===== src/rtl/crg_pkg.sv =====
package crg_pkg;

    localparam int COORD_W   = 13;
    localparam int X_LSB     = 0;
    localparam int Y_LSB     = 16;
    localparam int RUN_BIT   = 8;

    localparam int OFS_CTRL    = 'h00;
    localparam int OFS_FRAME   = 'h04;
    localparam int OFS_DISP_UL = 'h08;
    localparam int OFS_DISP_LR = 'h0C;
    localparam int OFS_CH_BASE = 'h10;
    localparam int CH_STRIDE   = 8;
    localparam int CH_BR_STEP  = 4;

    typedef struct packed {
        logic [COORD_W-1:0] y;
        logic [COORD_W-1:0] x;
    } corner_t;

    typedef enum logic [0:0] {
        ST_HALT = 1'b0,
        ST_SCAN = 1'b1
    } scan_state_e;

    function automatic corner_t unpack_corner(input logic [31:0] word);
        corner_t c;
        c.x = word[X_LSB +: COORD_W];
        c.y = word[Y_LSB +: COORD_W];
        return c;
    endfunction

    // Inside: strictly past upper-left, no further than lower-right.
    function automatic logic in_window(input logic [COORD_W-1:0] px,
                                       input logic [COORD_W-1:0] py,
                                       input corner_t ul,
                                       input corner_t lr);
        return (px > ul.x) && (px <= lr.x) && (py > ul.y) && (py <= lr.y);
    endfunction

endpackage


===== src/rtl/crg_regs.sv =====
module crg_regs
    import crg_pkg::*;
#(
    parameter int NUM_CH = 3,
    parameter int ADDR_W = 8
) (
    input  logic              clk,
    input  logic              rst_n,
    input  logic              wr_en,
    input  logic [ADDR_W-1:0] wr_addr,
    input  logic [31:0]       wr_data,
    output logic              run_o,
    output logic [NUM_CH-1:0] ch_en_o,
    output corner_t           frame_o,
    output corner_t           disp_ul_o,
    output corner_t           disp_lr_o,
    output corner_t           sync_len_o,
    output corner_t           ch_tl_o [NUM_CH],
    output corner_t           ch_br_o [NUM_CH]
);

    localparam int SYNC_OFS = OFS_CH_BASE + CH_STRIDE * NUM_CH;

    corner_t           wr_corner;
    logic [NUM_CH-1:0] en_field;
    logic              hit_ctrl;
    logic              hit_frame;
    logic              hit_ul;
    logic              hit_lr;
    logic              hit_sync;
    logic              unused_bits;

    assign wr_corner   = unpack_corner(wr_data);
    assign hit_ctrl    = wr_en && (wr_addr == ADDR_W'(OFS_CTRL));
    assign hit_frame   = wr_en && (wr_addr == ADDR_W'(OFS_FRAME));
    assign hit_ul      = wr_en && (wr_addr == ADDR_W'(OFS_DISP_UL));
    assign hit_lr      = wr_en && (wr_addr == ADDR_W'(OFS_DISP_LR));
    assign hit_sync    = wr_en && (wr_addr == ADDR_W'(SYNC_OFS));
    assign unused_bits = ^{wr_data[31:29], wr_data[15:13]};

    // Channel 1 owns the highest enable bit, the last channel bit 0.
    always_comb begin
        for (int i = 0; i < NUM_CH; i++) begin
            en_field[i] = wr_data[NUM_CH-1-i];
        end
    end

    always_ff @(posedge clk or negedge rst_n) begin
        if (!rst_n) begin
            run_o   <= 1'b0;
            ch_en_o <= '0;
        end else if (hit_ctrl) begin
            run_o   <= wr_data[RUN_BIT];
            ch_en_o <= en_field;
        end
    end

    always_ff @(posedge clk or negedge rst_n) begin
        if (!rst_n) begin
            frame_o    <= '0;
            disp_ul_o  <= '0;
            disp_lr_o  <= '0;
            sync_len_o <= '0;
        end else begin
            if (hit_frame) frame_o    <= wr_corner;
            if (hit_ul)    disp_ul_o  <= wr_corner;
            if (hit_lr)    disp_lr_o  <= wr_corner;
            if (hit_sync)  sync_len_o <= wr_corner;
        end
    end

    for (genvar g = 0; g < NUM_CH; g++) begin : g_ch_regs
        localparam int TL_OFS = OFS_CH_BASE + CH_STRIDE * g;
        localparam int BR_OFS = TL_OFS + CH_BR_STEP;

        logic hit_tl;
        logic hit_br;

        assign hit_tl = wr_en && (wr_addr == ADDR_W'(TL_OFS));
        assign hit_br = wr_en && (wr_addr == ADDR_W'(BR_OFS));

        always_ff @(posedge clk or negedge rst_n) begin
            if (!rst_n) begin
                ch_tl_o[g] <= '0;
                ch_br_o[g] <= '0;
            end else begin
                if (hit_tl) ch_tl_o[g] <= wr_corner;
                if (hit_br) ch_br_o[g] <= wr_corner;
            end
        end
    end

endmodule


===== src/rtl/crg_scan_fsm.sv =====
module crg_scan_fsm
    import crg_pkg::*;
(
    input  logic               clk,
    input  logic               rst_n,
    input  logic               run_i,
    input  corner_t            frame_i,
    output logic               scan_o,
    output logic [COORD_W-1:0] x_o,
    output logic [COORD_W-1:0] y_o
);

    scan_state_e state_q;
    scan_state_e state_d;
    logic        x_end;
    logic        y_end;

    always_ff @(posedge clk or negedge rst_n) begin
        if (!rst_n) begin
            state_q <= ST_HALT;
        end else begin
            state_q <= state_d;
        end
    end

    always_comb begin
        state_d = state_q;
        unique case (state_q)
            ST_HALT: if (run_i)  state_d = ST_SCAN;
            ST_SCAN: if (!run_i) state_d = ST_HALT;
            default: state_d = ST_HALT;
        endcase
    end

    assign scan_o = (state_q == ST_SCAN);

    // ">=" lets a frame corner shrunk during a sweep still wrap at once.
    assign x_end = (x_o >= frame_i.x);
    assign y_end = (y_o >= frame_i.y);

    always_ff @(posedge clk or negedge rst_n) begin
        if (!rst_n) begin
            x_o <= '0;
            y_o <= '0;
        end else begin
            unique case (state_q)
                ST_HALT: begin
                    x_o <= '0;
                    y_o <= '0;
                end
                ST_SCAN: begin
                    if (x_end) begin
                        x_o <= '0;
                        y_o <= y_end ? '0 : y_o + 1'b1;
                    end else begin
                        x_o <= x_o + 1'b1;
                    end
                end
                default: begin
                    x_o <= '0;
                    y_o <= '0;
                end
            endcase
        end
    end

endmodule


===== src/rtl/crg_window.sv =====
module crg_window
    import crg_pkg::*;
#(
    parameter int NUM_CH = 3
) (
    input  logic               clk,
    input  logic               rst_n,
    input  logic               scan_i,
    input  logic [COORD_W-1:0] x_i,
    input  logic [COORD_W-1:0] y_i,
    input  corner_t            disp_ul_i,
    input  corner_t            disp_lr_i,
    input  corner_t            sync_len_i,
    input  logic [NUM_CH-1:0]  ch_en_i,
    input  corner_t            ch_tl_i [NUM_CH],
    input  corner_t            ch_br_i [NUM_CH],
    output logic               hsync_o,
    output logic               vsync_o,
    output logic               de_o,
    output logic [NUM_CH-1:0]  win_o,
    output logic [COORD_W-1:0] x_o,
    output logic [COORD_W-1:0] y_o
);

    logic              hs_d;
    logic              vs_d;
    logic              de_d;
    logic [NUM_CH-1:0] win_d;

    assign hs_d = (x_i < sync_len_i.x);
    assign vs_d = (y_i < sync_len_i.y);
    assign de_d = in_window(x_i, y_i, disp_ul_i, disp_lr_i);

    for (genvar g = 0; g < NUM_CH; g++) begin : g_ch_hit
        logic empty;
        assign empty    = (ch_tl_i[g] == '0) && (ch_br_i[g] == '0);
        assign win_d[g] = ch_en_i[g] && !empty &&
                          in_window(x_i, y_i, ch_tl_i[g], ch_br_i[g]);
    end

    always_ff @(posedge clk or negedge rst_n) begin
        if (!rst_n) begin
            hsync_o <= 1'b0;
            vsync_o <= 1'b0;
            de_o    <= 1'b0;
            win_o   <= '0;
            x_o     <= '0;
            y_o     <= '0;
        end else if (scan_i) begin
            hsync_o <= hs_d;
            vsync_o <= vs_d;
            de_o    <= de_d;
            win_o   <= win_d;
            x_o     <= x_i;
            y_o     <= y_i;
        end else begin
            hsync_o <= 1'b0;
            vsync_o <= 1'b0;
            de_o    <= 1'b0;
            win_o   <= '0;
            x_o     <= '0;
            y_o     <= '0;
        end
    end

endmodule


===== src/rtl/corner_raster_gen.sv =====
module corner_raster_gen
    import crg_pkg::*;
#(
    parameter int NUM_CH = 3,
    parameter int ADDR_W = 8
) (
    input  logic               clk,
    input  logic               rst_n,
    input  logic               wr_en,
    input  logic [ADDR_W-1:0]  wr_addr,
    input  logic [31:0]        wr_data,
    output logic               hsync_o,
    output logic               vsync_o,
    output logic               de_o,
    output logic [NUM_CH-1:0]  win_act_o,
    output logic [COORD_W-1:0] pos_x_o,
    output logic [COORD_W-1:0] pos_y_o
);

    logic               run_bit;
    logic [NUM_CH-1:0]  ch_en;
    corner_t            frame_c;
    corner_t            disp_ul;
    corner_t            disp_lr;
    corner_t            sync_c;
    corner_t            ch_tl [NUM_CH];
    corner_t            ch_br [NUM_CH];
    logic               scan_on;
    logic [COORD_W-1:0] cnt_x;
    logic [COORD_W-1:0] cnt_y;

    crg_regs #(.NUM_CH(NUM_CH), .ADDR_W(ADDR_W)) u_regs (
        .clk        (clk),
        .rst_n      (rst_n),
        .wr_en      (wr_en),
        .wr_addr    (wr_addr),
        .wr_data    (wr_data),
        .run_o      (run_bit),
        .ch_en_o    (ch_en),
        .frame_o    (frame_c),
        .disp_ul_o  (disp_ul),
        .disp_lr_o  (disp_lr),
        .sync_len_o (sync_c),
        .ch_tl_o    (ch_tl),
        .ch_br_o    (ch_br)
    );

    crg_scan_fsm u_fsm (
        .clk     (clk),
        .rst_n   (rst_n),
        .run_i   (run_bit),
        .frame_i (frame_c),
        .scan_o  (scan_on),
        .x_o     (cnt_x),
        .y_o     (cnt_y)
    );

    crg_window #(.NUM_CH(NUM_CH)) u_win (
        .clk        (clk),
        .rst_n      (rst_n),
        .scan_i     (scan_on),
        .x_i        (cnt_x),
        .y_i        (cnt_y),
        .disp_ul_i  (disp_ul),
        .disp_lr_i  (disp_lr),
        .sync_len_i (sync_c),
        .ch_en_i    (ch_en),
        .ch_tl_i    (ch_tl),
        .ch_br_i    (ch_br),
        .hsync_o    (hsync_o),
        .vsync_o    (vsync_o),
        .de_o       (de_o),
        .win_o      (win_act_o),
        .x_o        (pos_x_o),
        .y_o        (pos_y_o)
    );

endmodule


===== config.mk =====
export PLATFORM = sky130hd
export DESIGN_NAME = corner_raster_gen
export DESIGN_NICKNAME = d
export VERILOG_FILES = /design/src/rtl/crg_pkg.sv /design/src/rtl/crg_regs.sv /design/src/rtl/crg_scan_fsm.sv /design/src/rtl/crg_window.sv /design/src/rtl/corner_raster_gen.sv
export SDC_FILE = /design/constraint.sdc
export NUM_CORES = 1
export LEC_CHECK = 0
export BUFFER_PORTS_ARGS = -buffer_cell sky130_fd_sc_hd__buf_2
export CAP_MARGIN = 25
export CORE_ASPECT_RATIO = 1.25
export CORE_MARGIN = 5
export CORE_UTILIZATION = 40
export DETAILED_ROUTE_END_ITERATION = 16
export RECOVER_POWER = 100
export SYNTH_ARGS = -nofsm -noshare
export SYNTH_HDL_FRONTEND = slang
export SYNTH_SLANG_ARGS = --single-unit

===== constraint.sdc =====
create_clock -name clk -period 2.18 [get_ports clk]
set_input_delay 0.654 -clock clk [delete_from_list [all_inputs] [get_ports clk]]
set_output_delay 0.654 -clock clk [all_outputs]
set_load 0.01 [all_outputs]

==> reports/metrics.csv <==
metric,value,unit
cp_max_fo,4,
cp_slowest_cell,dfrtp_2,
start_util,0.401,
cts_root_buffer,clkbuf_16,
hold_path_class,flip-flop to flip-flop,
violations,negative setup slack,
gr-total-overflow,0,
numCtsBuffers,38,
worst_slew_pin_slew,0.983,ns
synthArstFlopShare,1.00,
coreArea,0.0470,mm2
holdPathEnd,u_fsm.scan_o,
grt_max_degree,81,
skew,0.0201,ns
p_leak,11.8,nW
setup_viol,14,
drt-initial-drc-count,646,
layout.nets,2383,
dp_slack,-0.264,ns
rsz0062_at_grt,yes,
relSlewSlack,0.344,
drt_wl_total,56.2,mm
critPathLaunchType,flip-flop,
place_congestion,0.891,
arrival,2.71,ns
ys_types,64,
r2r_end,u_win.win_o[2],
drc_errors,0,
io_pins,75,
finalCritPeriodShare,1.04,
final_util,0.504,
maxCapViolations,0,
p_per_area,650,mW/mm2
clock.fmax,442,MHz
setup_ws,-0.0816,ns
critPathKind,flip-flop to flip-flop,
grt_usage,0.218,
antenna_left,0,
num_vias,14500,
place_hpwl,40.1,mm
period_minus_slack,2.26,ns
wire_per_inst,20.5,um
dp.cells,2638,
clk_pin_slew_worst_paths,0.06,ns
synth_ff_type,dfrtp_1,
clock-sinks,323,
cts_tree,done,
synth-warning-count,0,
die_area,0.0516,mm2
synth_seq_cells,323,
hold_depth,0,
hold_slack,0.378,ns
rows,89,
grt_antenna_before_repair,0,
areaGrowthSynthToFinish,25.6,%
grt_pass1_wl,86.8,mm
slew_violations,0,
synth_edf_count,0,
max_stage_delay,0.43,ns
synth_cells,1799,
hold_violations,0,
drive_gt1_frac,0.311,
syn_area_per_cell,10.5,um2
cp_cell_sequence,"buf_12, ha_4, nand4_1, nor3_2, buf_4, a21oi_2, nor3_2, buf_4, nand3_2, a211oi_2",
ir_worst_vdd,0.000523,V
rrSetupSlack,-0.08,ns
die_w,204,um
grt_pass1_vias,15400,
cp_data_required_time,2.63,ns
viasPerCell,5.29,
synth_area,0.0189,mm2
cts_buffer_depth,3,
status,finished with violations,
syn-num-nets,2102,
n_antenna_cell,0,
die_h,253,um
htreeDepth,2,
end_kind,flip-flop,
reg2reg_from,u_fsm.y_o[8],
hold_start,u_regs.run_o,
dr.pass1.iters,5,
worstSkewPairLatency,0.56,ns
ys_seq_area_frac,0.429,
worst_r2r_path_depth,10,
port-buffer-count,68,
fin_cells,2745,
==> cells by family (layout without fill, tap and decap cells) <==
kind of cell | Yosys count | after routing | share of synthesized area
compound gates | 272 | 272 | 0.0903
xor+xnor | 11 | 11 | 0.00511
fa+ha+maj | 260 | 260 | 0.172
buf+inv | 310 | 619 | 0.0638
flops | 323 | 323 | 0.429
mux | 217 | 217 | 0.130
simple gates | 406 | 406 | 0.110
==> routing by layer <==
layer | up-vias | track usage | part of all wire
met5 | - | 0 | 0
met4 | 0 | 0.102 | 0.049
met3 | 134 | 0.0376 | 0.043
met2 | 307 | 0.381 | 0.50
met1 | 7204 | 0.263 | 0.41
li1 | 6884 | - | -
==> synthesized netlist by cell type (29+ instances only) <==
cell type	n	area, um2
inv_1	252	946
dfrtp_1	323	8080
a21o_1	29	218
nand2_1	122	458
nand3_1	58	290
clkbuf_1	33	124
a21oi_1	82	410
mux2_2	216	2430
nand4_1	29	181
ha_1	260	3250
and2_1	29	181
nor4_1	51	319
nor2_1	45	169
o21ai_0	84	420
==> power by group <==
part,total (mW),internal [mW],switching (mW)
Sequential,6.42,6.27,0.159
Clock,6.91,4.30,2.61
Combinational,2.06,0.900,1.16
Total,15.4,11.5,3.93
==> final cells by class <==
type	count	area, um2
clock buffers	55	1170
clock inverters	13	199
fillers	4254	23300
inverters	252	946
multi-input cells	1166	10300
flip-flops and latches	323	8110
well taps	637	797
repair buffers	299	2230
==> flip-flops by register name, indices dropped and copies added, names as in the netlist, 3 cells and up <==
name and count:
u_win.y_o 13, u_regs.frame_o 26, u_regs.ch_tl_o 78, u_regs.disp_ul_o 26, u_fsm.x_o 13, u_win.win_o 3, u_regs.sync_len_o 26, u_regs.ch_en_o 3
u_regs.ch_br_o 78, u_fsm.y_o 13, u_win.x_o 13, u_regs.disp_lr_o 26
==> critical path, delay by kind of cell, from the launching register on <==
kind / cells / cell delay (ns)
AND/OR/NAND/NOR: 4 / 0.67
buffers and inverters: 3 / 0.48
flip-flops: 1 / 0.43
AO/OA/AOI/OAI: 2 / 0.32
adder cells (fa/ha/maj): 1 / 0.26
==> repair_timing <==
action | 4_1_cts | 5_1_grt
endpoints found under the hold margin | 28 | 0
buffers inserted | 25 | 14
setup endpoints to repair | 30 | 29
pin swaps | 36 | 43
resized for setup | 68 | 82
gates cloned | 0 | 1
hold buffers | 1 | 0
==> worst max path at each step <==
stage	start	endpoint	cells after the start
CTS	u_fsm.x_o[8]	u_fsm.y_o[5]	8
finish	u_fsm.y_o[8]	u_win.win_o[2]	10
floorplan	u_fsm.x_o[8]	u_fsm.y_o[9]	8
global placement	u_fsm.x_o[7]	u_win.win_o[1]	7
global route	u_fsm.y_o[8]	u_win.win_o[2]	10
detailed placement	u_fsm.x_o[7]	u_win.win_o[1]	7
==> through the flow <==
stage | cell area, um2 | power (mW) | TNS (ns)
2_1_floorplan | 18900 | 7.55 | -0.00160
3_3_place_gp | 21500 | 8.34 | -4.17
3_5_place_dp | 21500 | 8.40 | -4.96
4_1_cts | 23400 | 15.5 | -0.127
5_1_grt | 23700 | 16.0 | -3.00
6_report | 23700 | 15.4 | -0.424
==> cells in the final DEF (no fill, tap or decap), drive strengths merged, types with 3 or more instances in the layout <==
master	n
a22o	6
nor2	47
o211ai	5
xor2	7
dfrtp	323
nor3	16
nor2b	12
a221oi	5
nand2b	6
and2	30
or2	3
clkinv	5
xnor2	4
and4	4
a211oi	14
clkbuf	116
o21a	5
nand3	60
and3	15
o21bai	3
nand4	29
a221o	4
o22ai	3
inv	253
a31oi	6
mux2	216
nor4	52
buf	237
a21o	34
a21oi	83
ha	260
o21ai	85
a2111oi	5
nand2	124
bufinv	5
(Power assumes the default switching activity.)
